**src/rtl/route_swap_pkg.sv**
```systemverilog
`timescale 1ns/1ps
package route_swap_pkg;
    localparam int NDIR  = 4;
    localparam int REG_W = 8;

    typedef enum logic [1:0] {
        MODE_OFF = 2'b00,
        MODE_ONE = 2'b01,
        MODE_RSV = 2'b10,
        MODE_TWO = 2'b11
    } rmode_e;

    typedef struct packed {
        logic pend;
        logic cur;
    } dir_state_t;

    // partition modes that enable the swap machinery
    function automatic logic mode_live(input logic [1:0] m);
        return (m == MODE_ONE) || (m == MODE_TWO);
    endfunction

    function automatic logic [REG_W-1:0] pack_reg(input logic [NDIR-1:0] v);
        return {v, {(REG_W-NDIR){1'b0}}};
    endfunction
endpackage

```
**src/rtl/route_dir_ctrl.sv**
```systemverilog
`timescale 1ns/1ps
module route_dir_ctrl
    import route_swap_pkg::*;
(
    input  logic       clk,
    input  logic       rst,
    input  logic       live_i,
    input  logic       set_i,
    input  logic       fsync_i,
    output dir_state_t st_o
);
    dir_state_t st_q, st_d;
    logic       swap;

    always_comb begin
        swap      = live_i & st_q.pend & fsync_i;
        st_d.cur  = st_q.cur ^ swap;
        st_d.pend = (st_q.pend & ~swap) | (set_i & live_i);
    end

    always_ff @(posedge clk) begin
        if (rst) st_q <= '0;
        else     st_q <= st_d;
    end

    assign st_o = st_q;
endmodule

```
**src/rtl/route_addr_map.sv**
```systemverilog
`timescale 1ns/1ps
module route_addr_map
    import route_swap_pkg::*;
#(
    parameter int IDX_W = 6
) (
    input  logic [1:0]       mode_i,
    input  logic             cur_i,
    input  logic [IDX_W-1:0] idx_i,
    output logic [IDX_W:0]   addr_o
);
    always_comb begin
        unique case (rmode_e'(mode_i))
            MODE_ONE: addr_o = {cur_i, idx_i};
            MODE_TWO: addr_o = {1'b0, cur_i, idx_i[IDX_W-2:0]};
            default:  addr_o = {1'b0, idx_i};
        endcase
    end
endmodule

```
**src/rtl/route_reg_if.sv**
```systemverilog
`timescale 1ns/1ps
module route_reg_if
    import route_swap_pkg::*;
(
    input  logic             wr_en_i,
    input  logic             wr_sel_i,
    input  logic [REG_W-1:0] wr_data_i,
    input  logic             rd_sel_i,
    input  logic [NDIR-1:0]  cmd_i,
    input  logic [NDIR-1:0]  stat_i,
    output logic [NDIR-1:0]  set_o,
    output logic [REG_W-1:0] rd_data_o
);
    always_comb begin
        set_o     = (wr_en_i && !wr_sel_i) ? wr_data_i[REG_W-1 -: NDIR] : '0;
        rd_data_o = rd_sel_i ? pack_reg(stat_i) : pack_reg(cmd_i);
    end
endmodule

```
**src/rtl/route_swap_ctrl.sv**
```systemverilog
`timescale 1ns/1ps
module route_swap_ctrl
    import route_swap_pkg::*;
#(
    parameter int IDX_W = 6
) (
    input  logic                     clk,
    input  logic                     rst,
    input  logic [1:0]               mode_i,
    input  logic                     wr_en_i,
    input  logic                     wr_sel_i,
    input  logic [7:0]               wr_data_i,
    input  logic                     rd_sel_i,
    output logic [7:0]               rd_data_o,
    input  logic [3:0]               fsync_i,
    input  logic [4*IDX_W-1:0]       idx_i,
    output logic [4*(IDX_W+1)-1:0]   addr_o
);
    localparam int ADDR_W = IDX_W + 1;

    logic            live;
    logic [NDIR-1:0] set_vec, cmd_vec, stat_vec;

    assign live = mode_live(mode_i);

    route_reg_if u_regs (
        .wr_en_i   (wr_en_i),
        .wr_sel_i  (wr_sel_i),
        .wr_data_i (wr_data_i),
        .rd_sel_i  (rd_sel_i),
        .cmd_i     (cmd_vec),
        .stat_i    (stat_vec),
        .set_o     (set_vec),
        .rd_data_o (rd_data_o)
    );

    for (genvar d = 0; d < NDIR; d++) begin : g_dir
        dir_state_t st;

        route_dir_ctrl u_ctrl (
            .clk     (clk),
            .rst     (rst),
            .live_i  (live),
            .set_i   (set_vec[d]),
            .fsync_i (fsync_i[d]),
            .st_o    (st)
        );

        assign cmd_vec[d]  = st.pend;
        assign stat_vec[d] = st.cur;

        route_addr_map #(.IDX_W(IDX_W)) u_map (
            .mode_i (mode_i),
            .cur_i  (st.cur),
            .idx_i  (idx_i[d*IDX_W +: IDX_W]),
            .addr_o (addr_o[d*ADDR_W +: ADDR_W])
        );
    end
endmodule

```
**config.mk**
```make
export PLATFORM = sky130hd
export DESIGN_NAME = route_swap_ctrl
export DESIGN_NICKNAME = d
export VERILOG_FILES = /design/src/rtl/route_swap_pkg.sv /design/src/rtl/route_dir_ctrl.sv /design/src/rtl/route_addr_map.sv /design/src/rtl/route_reg_if.sv /design/src/rtl/route_swap_ctrl.sv
export SDC_FILE = /design/constraint.sdc
export NUM_CORES = 1
export LEC_CHECK = 0
export ABC_AREA = 1
export BUFFER_PORTS_ARGS = -buffer_cell sky130_fd_sc_hd__buf_2
export CORE_UTILIZATION = 33
export CTS_CLUSTER_DIAMETER = 120
export DETAILED_ROUTE_END_ITERATION = 8
export PLACE_DENSITY = 0.91
export SLEW_MARGIN = 40
export SYNTH_ARGS = -nofsm -noshare
export SYNTH_HDL_FRONTEND = slang
export SYNTH_SLANG_ARGS = --single-unit
```
**constraint.sdc**
```tcl
create_clock -name clk -period 1.1 [get_ports clk]
set_input_delay 0.11 -clock clk [delete_from_list [all_inputs] [get_ports clk]]
set_output_delay 0.11 -clock clk [all_outputs]
set_load 0.02 [all_outputs]
```
==> impl_metrics.py <==
metrics = {
    "global_routing": {
        "grt_max_degree": 14,
        "grt_pass1_wl_mm": 1.904,
        "antenna_found_initial": 0,
        "first_global_vias": 477,
        "grt_overflow": 0,
        "grt.total_usage": 0.1310,
    },
    "yosys": {
        "ys_top_cells_by_area": "buf_4 29%, dfxtp_1 26%, a21oi_1 9.7%",
        "avgSynthCellArea_um2": 6.732,
        "synth_most_common_cell": "buf_4",
        "synth_top_area_frac": 0.2909,
        "synth_cells": 92,
        "synth_edf_count": 0,
        "yosys-top-cells-count": "24 x buf_4, 14 x nand2_1, 12 x a21oi_1",
        "async_flop_share": 0,
        "ys.flop_type": "dfxtp_1",
        "yosys_warnings": 0,
        "synth_seq_area_share": 0.2586,
        "synth_area_um2": 619.3,
        "yosysTopAreaCell": "buf_4",
        "ys_seq_elements": 8,
        "synth.distinct_cells": 13,
    },
    "final_layout": {
        "antenna_cells": 0,
        "fin_util": 0.3864,
        "largest_reg_flops": 8,
        "area_growth_pct": 8.889,
        "drive_above_1_share": 0.4412,
        "nets": 147,
    },
    "outcome": {
        "status": "finished, final reports clean",
    },
    "timing": {
        "drv_slew": 0,
        "fmax_mhz": 953.2,
        "min_period_ps": 1049,
        "hold_viol": 0,
        "clock_skew_ps": 0.2918,
        "setup_violations": 0,
        "final.setup.worst_slack_ps": 50.95,
        "finalCritPeriodShare": 0.9537,
    },
    "detailed_routing": {
        "drtPass1Iterations": 4,
        "drc_errors": 0,
        "num_vias": 600,
        "antenna_left": 0,
        "routed_wl_mm": 1.318,
        "wl_met1_um": 549,
        "vias_per_cell": 4.724,
        "wl_met2_um": 632,
        "dr.max_layer_used": "met4",
        "drt_iter0_drc": 6,
        "routedWlPerCell_um": 10.38,
        "wl_met3_um": 130,
    },
    "cts": {
        "clk_latency_ps": 250,
        "clock_path_buffers": 2,
        "htreeDepth": 1,
        "cts_tree": "built",
        "numClockSinks": 8,
        "cts_root_buf": "clkbuf_4",
        "cts_made_buffers": 3,
        "clk_pin_slew_ps": 50,
        "hold_buffers": 0,
    },
    "hold_path": {
        "hp-class": "in -> reg",
    },
    "setup_path": {
        "cp.required_ps": 990,
        "r2r-end": "g_dir[2].u_ctrl.st_o[0]",
        "arrival_ps": 940,
        "worstSetupEndpointType": "primary output",
        "ff2ff_setup_slack_ps": 380,
        "path_max_fanout": 4,
        "r2r_cells": 3,
        "r2r-start": "g_dir[2].u_ctrl.st_o[1]",
        "worstSetupStartpoint": "g_dir[2].u_ctrl.st_o[0]",
        "critPathKind": "reg -> out",
        "endpoint": "addr_o[19]",
        "critPathLaunchType": "register",
    },
    "place": {
        "dp_slack_ps": 223.7,
        "dp_hpwl_mm": 1.060,
        "place_congestion": 0.7497,
        "port_buffers": 30,
    },
    "floorplan": {
        "rows": 15,
        "ioPinCount": 79,
        "die_y_um": 45.32,
        "dieArea_mm2": 0.002054,
        "chipWidth_um": 45.32,
        "start_util": 0.3548,
        "core_area_mm2": 0.001745,
    },
    "power_and_ir_drop": {
        "powerDensity_mw_per_mm2": 1015,
        "leakage_uw": 0.0003031,
        "internal_power_uw": 487.2,
        "combinationalPowerShare": 0.236,
        "p_switching_uw": 197.3,
        "p_sw_frac": 0.2883,
        "clock_power_share": 0.319,
        "irDropWorstVdd_uv": 372.5,
        "seq_power_share": 0.445,
        "fin_total_pwr_uw": 684.5,
    },
    "job": {
        "drv_cap": 0,
    },
}
-- per-layer routing --
layer,vias up,track usage
met5,-,0
met4,0,0.1091
met3,2,0.02800
met2,35,0.2058
met1,266,0.1509
li1,297,-
-- power by group through the flow --
stage	combinational [uW]	clock (uW)	sequential (uW)
6_report	162	218	304
5_1_grt	179	238	305
4_1_cts	149	239	303
3_5_place_dp	148	0	309
3_3_place_gp	144	0	309
2_1_floorplan	206	0	308
-- cell families after synthesis --
| logic type | count (synthesis) | share of synthesized area |
|---|---|---|
| compound gates | 16 | 0.1293 |
| buf+inv | 33 | 0.3596 |
| flops | 8 | 0.2586 |
| simple gates | 34 | 0.2465 |
| other cells | 1 | 0.006055 |
-- through the flow --
stage                     instances  hold slack (ps)  cell area (um2)  TNS (ps)
after global placement          124            220.1            619.3         0
after detailed placement        124            220.1            619.3         0
after global routing            127            124.7            674.4  -0.04263
after floorplan                  95            273.4            630.6         0
after CTS                       127            112.5            643.1         0
final                           127            115.9            674.4         0
-- timing repair --
action / CTS / global route
resized for setup: 4 / 17
setup endpoints to repair: 4 / 8
pin swaps: 0 / 1
buffers inserted: 0 / 0
-- worst min-delay path by stage --
| stage | from | end | slack [ps] | cells after the start |
|---|---|---|---|---|
| floorplan | wr_en_i | g_dir[0].u_ctrl.st_o[1] | 270 | 2 |
| global placement | idx_i[10] | addr_o[11] | 220 | 0 |
| detailed placement | idx_i[10] | addr_o[11] | 220 | 0 |
| CTS | rst | g_dir[2].u_ctrl.st_o[1] | 110 | 2 |
| global route | rst | g_dir[0].u_ctrl.st_o[1] | 120 | 2 |
| finish | rst | g_dir[3].u_ctrl.st_o[1] | 120 | 2 |
-- worst max-delay path: stages, from the launching register on --
cell and delay [ps]:
dfxtp_2 330, inv_2 50, o21ai_1 140, buf_4 160
-- area by class of cell --
cell class / count / area, um2
flip-flops and latches: 8 / 166.4
fillers: 198 / 1071
repair buffers: 31 / 172.7
well taps: 25 / 31.28
inverters: 6 / 22.52
multi-input cells: 54 / 259.0
clock buffers: 3 / 22.52
-- placed cells by master (no fill, tap or decap) --
| cell | count |
|---|---|
| clkbuf_4 | 3 |
| dfxtp_1 | 3 |
| o21ai_1 | 4 |
| a21oi_1 | 9 |
| nor2_1 | 8 |
| buf_4 | 7 |
| conb_1 | 4 |
| a21oi_2 | 3 |
| nand3_1 | 4 |
| dfxtp_2 | 5 |
| nand2_1 | 14 |
| inv_1 | 3 |
| nand4_1 | 8 |
| buf_2 | 24 |
| inv_2 | 3 |
Power figures use the tool's default switching activity.
